<file path="config.mk">
export PLATFORM = sky130hd
export DESIGN_NAME = twb_link_ctrl
export DESIGN_NICKNAME = d
export VERILOG_FILES = /design/src/rtl/twb_pkg.sv /design/src/rtl/twb_sync.sv /design/src/rtl/twb_bus_watch.sv /design/src/rtl/twb_wand.sv /design/src/rtl/twb_link_ctrl.sv
export SDC_FILE = /design/constraint.sdc
export NUM_CORES = 1
export LEC_CHECK = 0
export BUFFER_PORTS_ARGS = -buffer_cell sky130_fd_sc_hd__buf_4
export CAP_MARGIN = 5
export CORE_ASPECT_RATIO = 1.1
export CORE_MARGIN = 2
export CORE_UTILIZATION = 56
export CTS_CLUSTER_DIAMETER = 150
export DETAILED_ROUTE_END_ITERATION = 8
export PLACE_DENSITY = 0.83
export SKIP_CTS_REPAIR_TIMING = 1
export SLEW_MARGIN = 25
export SYNTH_ARGS = -nofsm -noshare
export SYNTH_HDL_FRONTEND = slang
export SYNTH_SLANG_ARGS = --single-unit
</file>
<file path="constraint.sdc">
create_clock -name clk -period 5 [get_ports clk]
set_input_delay 0.75 -clock clk [delete_from_list [all_inputs] [get_ports clk]]
set_output_delay 0.75 -clock clk [all_outputs]
set_load 0.02 [all_outputs]
</file>
<file path="src/rtl/twb_pkg.sv">
package twb_pkg;
  typedef enum logic [1:0] {
    LK_LOCK = 2'd0,
    LK_OFF  = 2'd1,
    LK_QUAL = 2'd2,
    LK_LINK = 2'd3
  } link_st_e;

  typedef enum logic [1:0] {
    OWN_NONE = 2'd0,
    OWN_A    = 2'd1,
    OWN_B    = 2'd2
  } own_e;
endpackage

</file>
<file path="src/rtl/twb_sync.sv">
module twb_sync #(
  parameter int STAGES = 2,
  parameter int W      = 1
) (
  input  logic         clk,
  input  logic         rst,
  input  logic [W-1:0] d,
  output logic [W-1:0] q
);
  logic [W-1:0] chain [STAGES];

  // Lines idle high, so the chain resets to ones.
  always_ff @(posedge clk) begin
    if (rst) begin
      for (int i = 0; i < STAGES; i++) chain[i] <= '1;
    end else begin
      chain[0] <= d;
      for (int i = 1; i < STAGES; i++) chain[i] <= chain[i-1];
    end
  end

  assign q = chain[STAGES-1];
endmodule

</file>
<file path="src/rtl/twb_bus_watch.sv">
module twb_bus_watch #(
  parameter int IDLE_CYCLES = 95
) (
  input  logic clk,
  input  logic rst,
  input  logic clr,
  input  logic sda,
  input  logic scl,
  output logic idle,
  output logic stop
);
  localparam int CW = $clog2(IDLE_CYCLES + 1);

  logic [CW-1:0] cnt_q;
  logic          sda_p, scl_p;

  always_ff @(posedge clk) begin
    if (rst || clr) begin
      cnt_q <= '0;
      sda_p <= 1'b1;
      scl_p <= 1'b1;
    end else begin
      sda_p <= sda;
      scl_p <= scl;
      if (sda && scl) begin
        if (cnt_q != CW'(IDLE_CYCLES)) cnt_q <= cnt_q + 1'b1;
      end else begin
        cnt_q <= '0;
      end
    end
  end

  assign idle = (cnt_q == CW'(IDLE_CYCLES));
  assign stop = sda && !sda_p && scl && scl_p;

  // Idle flag must be backed by both lines high on the previous sample.
  assert_idle_needs_high_R3: assert property (@(posedge clk) disable iff (rst)
    idle |-> $past(sda && scl));

  // Lockout clears the window.
  assert_idle_cleared_R2: assert property (@(posedge clk) disable iff (rst)
    $past(clr) |-> !idle);
endmodule

</file>
<file path="src/rtl/twb_wand.sv">
module twb_wand
  import twb_pkg::*;
#(
  parameter int BLANK = 3
) (
  input  logic clk,
  input  logic rst,
  input  logic link,   // next-cycle link state
  input  logic a_lvl,  // synchronised level, side A
  input  logic b_lvl,  // synchronised level, side B
  output logic pd_a,
  output logic pd_b
);
  localparam int BW = $clog2(BLANK + 1);

  own_e          own_q, own_n;
  logic [BW-1:0] blk_a_q, blk_b_q;
  logic          a_low, b_low;

  // A low counts only once the echo of our own pull-down has drained.
  assign a_low = !a_lvl && (blk_a_q == '0);
  assign b_low = !b_lvl && (blk_b_q == '0);

  always_comb begin
    own_n = own_q;
    if (!link) begin
      own_n = OWN_NONE;
    end else begin
      case (own_q)
        OWN_NONE: begin
          if (a_low)      own_n = OWN_A;
          else if (b_low) own_n = OWN_B;
        end
        OWN_A:   if (a_lvl) own_n = OWN_NONE;
        OWN_B:   if (b_lvl) own_n = OWN_NONE;
        default: own_n = OWN_NONE;
      endcase
    end
  end

  always_ff @(posedge clk) begin
    if (rst) begin
      own_q   <= OWN_NONE;
      blk_a_q <= '0;
      blk_b_q <= '0;
      pd_a    <= 1'b0;
      pd_b    <= 1'b0;
    end else begin
      own_q <= own_n;
      pd_a  <= (own_n == OWN_B);
      pd_b  <= (own_n == OWN_A);

      if (!link)                                 blk_a_q <= '0;
      else if (own_q == OWN_B && own_n != OWN_B) blk_a_q <= BW'(BLANK);
      else if (blk_a_q != '0)                    blk_a_q <= blk_a_q - 1'b1;

      if (!link)                                 blk_b_q <= '0;
      else if (own_q == OWN_A && own_n != OWN_A) blk_b_q <= BW'(BLANK);
      else if (blk_b_q != '0)                    blk_b_q <= blk_b_q - 1'b1;
    end
  end

  // A mirrored low always has a sensed low on the originating side behind it.
  assert_mirror_from_a_R9: assert property (@(posedge clk) disable iff (rst)
    pd_b |-> !$past(a_lvl));
  assert_mirror_from_b_R9: assert property (@(posedge clk) disable iff (rst)
    pd_a |-> !$past(b_lvl));
  // Nothing is pulled while the link is being torn down.
  assert_unlinked_quiet_R6: assert property (@(posedge clk) disable iff (rst)
    !$past(link) |-> !pd_a && !pd_b);
endmodule

</file>
<file path="src/rtl/twb_link_ctrl.sv">
module twb_link_ctrl
  import twb_pkg::*;
#(
  parameter int CLK_KHZ     = 1000,
  parameter int IDLE_US     = 95,
  parameter int SYNC_STAGES = 2
) (
  input  logic clk,
  input  logic rst,
  input  logic pwr_good,
  input  logic enable,
  input  logic in_sda_i,
  input  logic in_scl_i,
  input  logic out_sda_i,
  input  logic out_scl_i,
  output logic in_sda_pd,
  output logic in_scl_pd,
  output logic out_sda_pd,
  output logic out_scl_pd,
  output logic link_on,
  output logic ready
);
  localparam int IDLE_CYCLES = IDLE_US * CLK_KHZ / 1000;
  localparam int BLANK       = SYNC_STAGES + 1;
  localparam int NSIDE       = 2;
  localparam int NLINE       = 2;  // 0: data, 1: clock

  initial begin
    assert_idle_window_R3: assert (IDLE_US >= 55 && IDLE_US <= 175 && IDLE_CYCLES > 0);
  end

  // Synchronised levels: [side*2 + line]
  logic [2*NSIDE-1:0] lv;
  twb_sync #(.STAGES(SYNC_STAGES), .W(2*NSIDE)) u_sync (
    .clk (clk),
    .rst (rst),
    .d   ({out_scl_i, out_sda_i, in_scl_i, in_sda_i}),
    .q   (lv)
  );

  logic [NSIDE-1:0] side_idle, side_stop;

  for (genvar s = 0; s < NSIDE; s++) begin : g_side
    twb_bus_watch #(.IDLE_CYCLES(IDLE_CYCLES)) u_watch (
      .clk  (clk),
      .rst  (rst),
      .clr  (!pwr_good),
      .sda  (lv[2*s]),
      .scl  (lv[2*s+1]),
      .idle (side_idle[s]),
      .stop (side_stop[s])
    );
  end

  link_st_e st_q, st_n;
  logic     qual_ok, link_nxt;

  assign qual_ok = (side_idle[0] && side_idle[1]) ||
                   (side_stop[0] && side_idle[1]) ||
                   (side_stop[1] && side_idle[0]);

  always_comb begin
    st_n = st_q;
    if (!pwr_good) begin
      st_n = LK_LOCK;
    end else if (!enable) begin
      st_n = LK_OFF;
    end else begin
      case (st_q)
        LK_LOCK, LK_OFF: st_n = LK_QUAL;
        LK_QUAL:         st_n = qual_ok ? LK_LINK : LK_QUAL;
        LK_LINK:         st_n = LK_LINK;
        default:         st_n = LK_LOCK;
      endcase
    end
  end

  assign link_nxt = (st_n == LK_LINK);

  always_ff @(posedge clk) begin
    if (rst) begin
      st_q    <= LK_LOCK;
      link_on <= 1'b0;
      ready   <= 1'b0;
    end else begin
      st_q    <= st_n;
      link_on <= link_nxt;
      ready   <= link_nxt && enable;
    end
  end

  logic [NLINE-1:0] pd_in, pd_out;

  for (genvar l = 0; l < NLINE; l++) begin : g_line
    twb_wand #(.BLANK(BLANK)) u_wand (
      .clk   (clk),
      .rst   (rst),
      .link  (link_nxt),
      .a_lvl (lv[l]),
      .b_lvl (lv[2+l]),
      .pd_a  (pd_in[l]),
      .pd_b  (pd_out[l])
    );
  end

  assign in_sda_pd  = pd_in[0];
  assign in_scl_pd  = pd_in[1];
  assign out_sda_pd = pd_out[0];
  assign out_scl_pd = pd_out[1];

  assert_dark_in_lockout_R1: assert property (@(posedge clk) disable iff (rst)
    !$past(pwr_good) |-> !link_on && !ready);
  assert_enable_low_isolates_R6: assert property (@(posedge clk) disable iff (rst)
    !$past(enable) |-> !link_on && !ready &&
                       !in_sda_pd && !in_scl_pd && !out_sda_pd && !out_scl_pd);
  assert_link_needs_qual_R4: assert property (@(posedge clk) disable iff (rst)
    $rose(link_on) |-> $past(qual_ok));
  assert_ready_means_link_R8: assert property (@(posedge clk) disable iff (rst)
    ready |-> link_on && $past(enable));
endmodule

</file>
After elaboration in Yosys (flattened, before gate mapping)
Memory sizes are Yosys's and may differ from the RTL's.
Cells that the tools add are included.
{ "op_classes": {"add_sub_neg": 6, "n_eq_ne": 20, "mux": 29, "n_bitwise": 5, "reduce_logical": 49} }
{ "op_table": {"columns": ["operator", "n"], "rows": [
  ["2-to-1 mux 2 bit", 20],
  ["logical AND 1 bit", 20],
  ["case mux 2 bit (3 select lines)", 3],
  ["nonzero test 2 bit", 8],
  ["adder 7 x 1 -> 7 bit, second input constant", 2],
  ["equality test 2 bit, second input constant", 7],
  ["equality test 7 bit, second input constant", 2],
  ["logical NOT 2 bit", 7],
  ["!= test 7 bit, second input constant", 2],
  ["equality test 2 x 1 -> 1 bit, second input constant", 5],
  ["2-to-1 mux 4 bit", 2],
  ["OR reduction 2 bit", 4],
  ["subtractor 2 x 1 -> 2 bit, second input constant", 4],
  ["logical NOT 1 bit", 7],
  ["2-to-1 mux 1 bit", 4],
  ["!= test 2 x 1 -> 1 bit, second input constant", 2],
  ["!= test 2 bit, second input constant", 2],
  ["logical OR 1 bit", 3],
  ["inverter 1 bit", 3],
  ["OR 1 bit", 2]
]} }
{ "totals": {"register_bits": 38, "mem_bits_rw": 8, "in_bits": 8, "out_inout_bits": 6, "word_cells": 129, "memories": 1} }
{ "mem_list": {"columns": ["name", "words", "width", "read_ports", "rd_clocked_by_memory_dff", "wr", "line", "rtl"], "rows": [
  ["u_sync.chain", 2, 4, 2, 0, 2, "twb_sync.sv:10", "logic [W-1:0] chain [STAGES];"]
]} }

Logic depth before layout (Yosys ltp)
Gate-level depths: netlist (run 1).
{ "depth": {"word_depth": 16, "mapped_depth": 6, "depth_no_buf": 6} }

Cells and area by module
A second synthesis (run 1) with hierarchy kept.
{ "unflattened": {"hier_cells": 191, "hier_area_um2": 1894.3} }
{ "by_module_without_submodules": {"columns": ["mod", "n_inst", "cells_per_inst", "area_each_um2", "seq_area_each_um2"], "rows": [
  ["twb_bus_watch", 2, 43, 404.1, 180.2],
  ["twb_wand", 2, 34, 339.1, 160.2],
  ["twb_sync", 1, 20, 240.2, 160.2],
  ["twb_link_ctrl", 1, 17, 167.7, 80.1]
]} }

Least setup slack after synthesis (run 1)
No wires, ideal clock.
{ "synth_path": {"path_kind": "input to register", "from": "input port pwr_good", "to": "register g_line[0].u_wand.own_q[1]", "setup_time_ns": 0.112, "arrival_time_ns": 1.718, "required_ns": 4.888, "slack_ns": 3.170, "cell_stages": 4, "path_cell_list": "nor2b_2 and2_1 o2111ai_4 a2111oi_1"} }
{ "synth_between": {"elab_chain_cells": 3} }
{ "synth_rtl": {"columns": ["item", "line", "rtl"], "rows": [
  ["from (decl)", "twb_link_ctrl.sv:10", "input logic pwr_good,"],
  ["2-to-1 mux 2 bit", "twb_link_ctrl.sv:64", "if (!pwr_good) begin"],
  ["equality test 2 bit", "twb_link_ctrl.sv:78", "assign link_nxt = (st_n == LK_LINK);"],
  ["2-to-1 mux 2 bit", "twb_wand.sv:26", "if (!link) begin"],
  ["to (signal assigned)", "twb_wand.sv:49", "own_q <= own_n;"],
  ["to (decl)", "twb_wand.sv:16", "own_e own_q, own_n;"]
]} }
No other way between the ends.
A chain may end at the register's enable or synchronous reset.

Final worst setup path (run 1)
{ "layout_path": {"from": "register g_side[1].u_watch.cnt_q[0]", "to": "register g_line[0].u_wand.pd_a"} }
{ "layout_between": {"elab_chain_cells": 11, "word_cells_on_any_way": 12} }
{ "layout_rtl": {"columns": ["item", "line", "rtl"], "rows": [
  ["from (decl)", "twb_bus_watch.sv:14", "logic [CW-1:0] cnt_q;"],
  ["from (signal assigned)", "twb_bus_watch.sv:26", "if (cnt_q != CW'(IDLE_CYCLES)) cnt_q <= cnt_q + 1'b1;"],
  ["equality test 7 bit (*)", "twb_bus_watch.sv:33", "assign idle = (cnt_q == CW'(IDLE_CYCLES));"],
  ["logical AND 1 bit, on equally long branches", "twb_link_ctrl.sv:58, twb_link_ctrl.sv:59", null],
  ["logical OR 1 bit (*)", "twb_link_ctrl.sv:58", "assign qual_ok = (side_idle[0] && side_idle[1]) ||"],
  ["logical OR 1 bit (*)", "twb_link_ctrl.sv:59", "(side_stop[0] && side_idle[1]) ||"],
  ["2-to-1 mux 1 bit (*)", "twb_link_ctrl.sv:71", "LK_QUAL: st_n = qual_ok ? LK_LINK : LK_QUAL;"],
  ["case mux 2 bit (3 select lines) (*)", "twb_link_ctrl.sv:69", "case (st_q)"],
  ["2-to-1 mux 2 bit (*)", "twb_link_ctrl.sv:66", "end else if (!enable) begin"],
  ["2-to-1 mux 2 bit (*)", "twb_link_ctrl.sv:64", null],
  ["equality test 2 bit (*)", "twb_link_ctrl.sv:78", null],
  ["2-to-1 mux 2 bit (*)", "twb_wand.sv:26", null],
  ["equality test 2 bit (*)", "twb_wand.sv:50", "pd_a <= (own_n == OWN_B);"],
  ["to (signal assigned)", "twb_wand.sv:50", null],
  ["to (decl)", "twb_wand.sv:11", "output logic pd_a,"]
]} }
Mark *: on every way between the ends. The rest lies on a longest branch, timed or not. The select of a mux whose other input is x is not followed.

==> results of run 1 <==
[state kept, by name, indices dropped and copies added (netlist names)]
| register | flops |
|---|---|
| g_side.u_watch.cnt_q | 14 |
| u_sync.chain | 8 |
| g_line.u_wand.blk_a_q | 4 |
| g_line.u_wand.blk_b_q | 4 |
| g_line.u_wand.own_q | 4 |
| g_line.u_wand.pd_a | 2 |
| g_line.u_wand.pd_b | 2 |
| g_side.u_watch.scl_p | 2 |
| g_side.u_watch.sda_p | 2 |
| st_q | 2 |
| link_on | 1 |
| ready | 1 |
[cells in the mapped netlist]
cell       number
nor4_1          2
clkbuf_1        2
o211ai_2        1
nand4b_1        2
nand2b_1        6
a21boi_0        1
xor2_1          5
a2111oi_1       4
a31oi_1         1
dfxtp_1        46
nand4_2         1
a2111oi_2       2
nor3_4          1
or2_2           9
nand4_1         1
o211a_1         3
o21ai_0         2
o211ai_1        1
a21oi_1         6
and4_1          1
a211oi_1        1
nor3_1          1
and2_1          1
o2111ai_4       1
nor2_1         23
nor2b_2         1
nand2_1         5
ha_1            6
mux2i_1         5
nor3b_1         1
inv_1          17
nand3_1         6
a311oi_1        1
xnor2_1        10
and3_1          3
o21ai_1         1
[cells by family (layout without fill, tap and decap cells)]
logic type      count (synthesis)  in the layout  synth area share
buf+inv                        19             38            0.0392
fa+ha+maj                       6              6            0.0413
mux                             5              5            0.0275
simple gates                   64             64             0.192
compound gates                 25             25             0.122
xor+xnor                       15             15            0.0722
flops                          46             46             0.506
[final cells by class]
| class | count | area [um^2] |
|---|---|---|
| repair buffers | 13 | 97.6 |
| inverters | 17 | 63.8 |
| fillers | 253 | 1040 |
| well taps | 34 | 42.5 |
| clock buffers | 5 | 37.5 |
| clock inverters | 3 | 40.0 |
| multi-input cells | 115 | 827 |
| flip-flops and latches | 46 | 921 |
[routing by layer]
layer | vias to the layer above | part of all wire | GRT usage
li1 | 650 | - | -
met1 | 583 | 0.40 | 0.188
met2 | 22 | 0.53 | 0.353
met3 | 10 | 0.033 | 0.0547
met4 | 0 | 0.032 | 0.0872
met5 | - | 0 | 0
[power groups by stage]
stage                     clock network [W]  registers, W  logic [W]
after CTS                          0.000219      0.000377  0.0000190
after global placement                    0      0.000385  0.0000175
final                              0.000213      0.000377  0.0000186
after floorplan                           0      0.000384  0.0000110
after detailed placement                  0      0.000385  0.0000189
after global routing               0.000236      0.000378  0.0000212
[path summary, 6_finish.rpt]
path / from / endpoint
worst min register to register: u_sync.chain[0][0] / u_sync.chain[0][4]
worst min-delay path: u_sync.chain[0][0] / u_sync.chain[0][4]
worst max-delay path: g_side[1].u_watch.cnt_q[0] / g_line[0].u_wand.pd_a
worst max register to register: g_side[1].u_watch.cnt_q[0] / g_line[0].u_wand.pd_a
[metrics by stage]
stage | hold WS (ps) | worst slack [ps]
finish | 424 | 3020
global route | 434 | 2780
CTS | 429 | 3020
detailed placement | 399 | 2740
global placement | 395 | 2830
floorplan | 389 | 3170
==> impl_table.tex, run 1 <==
\begin{tabular}{lr}
\hline
Metric & Value \\
\hline
\multicolumn{2}{l}{\textbf{Yosys}} \\
Area leader, netlist & dfxtp\_1 \\
Post-synth cell types & 36 \\
Part of the Yosys area used for sequential elements & 0.506 \\
Register bit count reported by yosys & 46 \\
Post-synth net total & 194 \\
Proportion of netlist area held by the largest area contributor & 0.506 \\
Total number of yosys warnings & 0 \\
Mean post-synth cell area & 10.1 um\^{}2 \\
Combined area of all synthesized cells & roughly 1800 um\^{}2 \\
Cell types occupying the most area after synthesis & dfxtp\_1, xnor2\_1, nor2\_1, ha\_1, inv\_1 \\
Synth Instances & 180 \\
\multicolumn{2}{l}{\textbf{Status}} \\
Outcome & completed \\
\multicolumn{2}{l}{\textbf{Critical path}} \\
Sort of element at the end of the critical path & flop \\
Worst-path cell chain & ha\_1, nand4\_2, nor3\_4, o2111ai\_4, a2111oi\_1 \\
Data required time of the worst path & $\sim$5200 ps \\
Worst-path maximum fanout & 18 \\
WP data arrival & $\sim$2200 ps \\
Sort of element at the start of the critical path & flop \\
Cell depth of the worst flop-to-flop path & 5 \\
Worst path depth & 5 \\
Longest individual stage delay on the worst path & approximately 450 ps \\
Worst Path Buf+Inv & 0 \\
Reg2reg setup slack & slightly above 3000 ps \\
Startpoint-to-endpoint class of the critical path & reg -> reg \\
Kind of cell adding the most delay to the critical path & compound AO/OA/AOI/OAI gates \\
Worst path slowest cell & a2111oi\_1 \\
\multicolumn{2}{l}{\textbf{GRT}} \\
Number of global-route vias before repair & between 1000 and 1500 \\
Total global routing track utilization & 0.190 \\
Grt total ovfl & 0 \\
Global-route wire length before repair & $\sim$5300 um \\
Largest net degree at the start of global routing & 19 \\
Antenna violations before repair & 0 \\
\multicolumn{2}{l}{\textbf{Timing}} \\
Peak Freq & 505 MHz \\
Worst Max-Slew Pin Slew & approximately 540 ps \\
Unrepaired setup endpoints after global routing & false \\
Final Cycle Share & 0.396 \\
Final total negative setup slack & 0 ps \\
Final hold violations & 0 \\
Setup Viol. Count Final & 0 \\
Maximum clock skew at final layout & $\sim$4.0 ps \\
Worst slew slack as a fraction of its limit & 0.638 \\
Post-layout min period & roughly 2000 ps \\
Max-slew violation count & 0 \\
\multicolumn{2}{l}{\textbf{Cells and area}} \\
Layout-stage area growth over the synthesis result & 11.6\% \\
NumNets Final & between 200 and 250 \\
Final instance area & approximately 2000 um\^{}2 \\
Count of antenna diodes in the layout & 0 \\
Most frequent cells in the layout & dfxtp\_1, nor2\_1, inv\_1 \\
Share of cells above drive strength 1 & 0.186 \\
Most common cell after layout, fill and taps aside & dfxtp\_1 \\
Final core utilization & 0.660 \\
Non-Filler Instances & approximately 230 \\
\multicolumn{2}{l}{\textbf{Floorplanning}} \\
Area of the placeable core & 3070 um\^{}2 \\
Die area & around 3700 um\^{}2 \\
Horizontal die dimension & between 50 and 60 um \\
DIE HEIGHT & approximately 64 um \\
Std-Cell Rows & 21 \\
Effective utilization at floorplan & 0.592 \\
Number of ports placed on the die boundary & 14 \\
\multicolumn{2}{l}{\textbf{Drt}} \\
Count of unresolved DRC violations after routing & 0 \\
Final routed wirelength across all metal layers & 3120 um \\
Iteration-0 DRC Markers & 14 \\
Residual antenna-violating net count after detailed routing & 0 \\
Routed vias & 1265 \\
Average detailed-routed wire length per instance & $\sim$13 um \\
Routed vias/inst & approximately 5.4 \\
DRT Pass-1 Iters & 4 \\
\multicolumn{2}{l}{\textbf{Power}} \\
Sequential share of power & 0.619 \\
Net switching power of the design & roughly 0.00012 W \\
Clock power frac & 0.350 \\
Switching share of power & 0.203 \\
Cell internal pwr & roughly 0.00049 W \\
Gate power share & 0.031 \\
Total power consumption of the routed design & slightly above 0.0006 W \\
Max VDD drop & about 0.29 mV \\
Leakage power of the design & $\sim$0.8 nW \\
Power Density & approximately 300 nW/um\^{}2 \\
\multicolumn{2}{l}{\textbf{Place}} \\
Final weighted congestion in routability-driven placement & slightly above 0.7 \\
HPWL after detailed placement & around 2400 um \\
Placed cell area & 1950 um\^{}2 \\
Number of cells after detailed placement & around 230 \\
\# port buffers & 13 \\
\multicolumn{2}{l}{\textbf{Clocking}} \\
TritonCTS Buffers & 5 \\
Sinks on the clock net & 46 \\
Maximum clock insertion buffer count & 2 \\
H-tree lvl count & 2 \\
Clock tree root buffer cell & clkbuf\_4 \\
Worst-skew pair later-pin latency & 350 ps \\
Clock transition at path regs & between 100 and 150 ps \\
TritonCTS clock tree & done \\
\multicolumn{2}{l}{\textbf{Job}} \\
Max-Cap Viols & 0 \\
\multicolumn{2}{l}{\textbf{Worst hold path}} \\
HP Class & reg -> reg \\
Cell count of the worst hold path & 1 \\
\hline
\end{tabular}
Note: power is estimated with default switching activity, not from simulation.
==> run 2: changes to the inputs <==
==> constraint.sdc (replaced) <==
create_clock -name clk -period 1.9 [get_ports clk]
set_input_delay 0.285 -clock clk [delete_from_list [all_inputs] [get_ports clk]]
set_output_delay 0.285 -clock clk [all_outputs]
set_load 0.02 [all_outputs]
==> run 2 against run 1 <==
First-iteration DRC count increased to 3.7 times the previous value. Final cell count increased by 3.0%. Maximum frequency increased by 12%. Register-to-register slack got worse by 2900 ps. Setup slack worse by 2900 ps. Sequential share of layout area shrank 1.4 points. Routed wire length rose by 0.35%. Non-clock buffer count increased by 7. Largest cell class unchanged. Largest power group unchanged. Highest routed layer unchanged.
==> impl_table.tex, run 2 (synthesis results as in run 1) <==
\begin{tabular}{lr}
\hline
Metric & Value \\
\hline
\multicolumn{2}{l}{\textbf{Status}} \\
Outcome & completed (unchanged) \\
\multicolumn{2}{l}{\textbf{Floorplanning}} \\
Std-Cell Rows & 21 (unchanged) \\
Horizontal die dimension & 58.3 um (unchanged) \\
Die area & 3720 um\^{}2 (unchanged) \\
DIE HEIGHT & 63.8 um (unchanged) \\
Effective utilization at floorplan & 0.592 (unchanged) \\
Area of the placeable core & 3070 um\^{}2 (unchanged) \\
Number of ports placed on the die boundary & 14 (unchanged) \\
\multicolumn{2}{l}{\textbf{Timing}} \\
Final-layout worst hold slack & 117 ps (was 424 ps) \\
Final Cycle Share & 0.932 (was 0.396) \\
Max-slew violation count & 0 (unchanged) \\
Final hold violations & 0 (unchanged) \\
Worst Max-Slew Pin Slew & 380 ps (was 543 ps) \\
Minimum setup slack in the final design & 130 ps (was 3020 ps) \\
Post-layout min period & 1770 ps (was 1980 ps) \\
Maximum clock skew at final layout & 5.36 ps (was 3.97 ps) \\
Peak Freq & 565 MHz (was 505 MHz) \\
Worst slew slack as a fraction of its limit & 0.744 (was 0.638) \\
Setup Viol. Count Final & 0 (unchanged) \\
\multicolumn{2}{l}{\textbf{Drt}} \\
Routed vias/inst & 5.50 (was 5.43) \\
DRT Pass-1 Iters & 6 (was 4) \\
Average detailed-routed wire length per instance & 13.0 um (was 13.4 um) \\
Iteration-0 DRC Markers & 52 (was 14) \\
Final routed wirelength across all metal layers & 3130 um (was 3120 um) \\
Count of unresolved DRC violations after routing & 0 (unchanged) \\
Residual antenna-violating net count after detailed routing & 0 (unchanged) \\
Routed vias & 1320 (was 1265) \\
\multicolumn{2}{l}{\textbf{Place}} \\
\# port buffers & 13 (unchanged) \\
Number of cells after detailed placement & 228 (was 225) \\
Placed cell area & 1970 um\^{}2 (was 1950 um\^{}2) \\
Final weighted congestion in routability-driven placement & 0.882 (was 0.712) \\
Worst slack at placement & 25.1 ps (was 2740 ps) \\
HPWL after detailed placement & 2300 um (was 2410 um) \\
\multicolumn{2}{l}{\textbf{Worst hold path}} \\
Hold path start & in\_sda\_i (was u\_sync.chain[0][0]) \\
HP Class & in -> reg (was reg -> reg) \\
\multicolumn{2}{l}{\textbf{GRT}} \\
Grt total ovfl & 0 (unchanged) \\
Largest net degree at the start of global routing & 14 (was 19) \\
Total global routing track utilization & 0.192 (was 0.190) \\
Antenna violations before repair & 0 (unchanged) \\
Global-route wire length before repair & 5570 um (was 5330 um) \\
Number of global-route vias before repair & 1370 (was 1225) \\
\multicolumn{2}{l}{\textbf{Critical path}} \\
Data required time of the worst path & 2160 ps (was 5240 ps) \\
Worst Path Buf+Inv & 1 (was 0) \\
Startpoint-to-endpoint class of the critical path & reg -> reg (unchanged) \\
Worst-path cell chain & ha\_1, nand4\_1, o21ai\_2, o2111ai\_4, buf\_4, a2111oi\_2 (was ha\_1, nand4\_2, nor3\_4, o2111ai\_4, a2111oi\_1) \\
Worst-path maximum fanout & 9 (was 18) \\
Timing startpoint of the critical path & g\_side[0].u\_watch.cnt\_q[0] (was g\_side[1].u\_watch.cnt\_q[0]) \\
Source of the worst register-to-register timing path & g\_side[0].u\_watch.cnt\_q[0] (was g\_side[1].u\_watch.cnt\_q[0]) \\
WP data arrival & 2030 ps (was 2220 ps) \\
Worst path slowest cell & dfxtp\_2 (was a2111oi\_1) \\
Longest individual stage delay on the worst path & 380 ps (was 450 ps) \\
Sort of element at the start of the critical path & flop (unchanged) \\
Sort of element at the end of the critical path & flop (unchanged) \\
Kind of cell adding the most delay to the critical path & compound AO/OA/AOI/OAI gates (unchanged) \\
\multicolumn{2}{l}{\textbf{Cells and area}} \\
Fill cells & 224 (was 253) \\
Count of antenna diodes in the layout & 0 (unchanged) \\
Number of flip-flops in the largest register & 14 (unchanged) \\
Multi-input combinational cell area & 863 um\^{}2 (was 827 um\^{}2) \\
Combined flip-flop and latch cell area & 926 um\^{}2 (was 921 um\^{}2) \\
Layout-stage area growth over the synthesis result & 15.7\% (was 11.6\%) \\
Most frequent cells in the layout & dfxtp\_1, nor2\_1, buf\_4 (was dfxtp\_1, nor2\_1, inv\_1) \\
Largest Register & g\_side.u\_watch.cnt\_q (unchanged) \\
Largest registers & g\_side.u\_watch.cnt\_q (14), u\_sync.chain (8) (unchanged) \\
NumNets Final & 219 (was 212) \\
Non-Filler Instances & 240 (was 233) \\
Share of cells above drive strength 1 & 0.257 (was 0.186) \\
Final instance area & 2110 um\^{}2 (was 2030 um\^{}2) \\
Most common cell after layout, fill and taps aside & dfxtp\_1 (unchanged) \\
\multicolumn{2}{l}{\textbf{Clocking}} \\
Worst-skew pair later-pin latency & 350 ps (about the same) \\
Maximum clock insertion buffer count & 2 (unchanged) \\
Clock transition at path regs & 120 ps (about the same) \\
Clock tree root buffer cell & clkbuf\_4 (unchanged) \\
Sinks on the clock net & 46 (unchanged) \\
TritonCTS clock tree & done (unchanged) \\
TritonCTS Buffers & 5 (unchanged) \\
H-tree lvl count & 2 (unchanged) \\
\multicolumn{2}{l}{\textbf{Job}} \\
Max-Cap Viols & 0 (unchanged) \\
\multicolumn{2}{l}{\textbf{Power}} \\
Leakage power of the design & 0.848 nW (was 0.823 nW) \\
Max VDD drop & 0.605 mV (was 0.289 mV) \\
Total power consumption of the routed design & 0.00151 W (was 0.000608 W) \\
Power Density & 718 nW/um\^{}2 (was 300 nW/um\^{}2) \\
\hline
\end{tabular}
[run 2: final timing paths]
| path | end | slack [ps] | cells after the start |
|---|---|---|---|
| max | g_line[1].u_wand.own_q[1] | 130 | 6 |
| min | u_sync.chain[0][0] | 120 | 2 |
| max reg2reg | g_line[1].u_wand.own_q[1] | 130 | 6 |
| min reg2reg | u_sync.chain[0][4] | 420 | 1 |
[run 2: stage by stage]
stage | setup TNS [ps] | util
floorplan | 0 | -
detailed placement | 0 | 0.642
global placement | 0 | 0.642
CTS | 0 | 0.662
finish | 0 | 0.685
global route | -11.8 | 0.685
[run 2: layer usage]
| metal | routed length (um) | track usage | up-vias |
|---|---|---|---|
| met1 | 1260 | 0.217 | 617 |
| met3 | 137 | 0.0628 | 7 |
| li1 | - | - | 665 |
| met4 | 48 | 0.0785 | 0 |
| met2 | 1680 | 0.327 | 31 |
| met5 | 0 | 0 | - |
[run 2: power by group]
group | internal [W] | switching (W) | total [W]
clock | 0.000180 | 0.000282 | 0.000462
combinational | 0.0000292 | 0.0000286 | 0.0000579
sequential | 0.000980 | 0.0000119 | 0.000992
[run 2: layout make-up]
cell class | count | share of cell area
clock inverter | 1 | 0.00238
sequential | 46 | 0.440
timing repair buffer | 20 | 0.0713
tap | 34 | 0.0202
clock buffer | 7 | 0.0261
inverter | 17 | 0.0303
multi-input combinational | 115 | 0.410
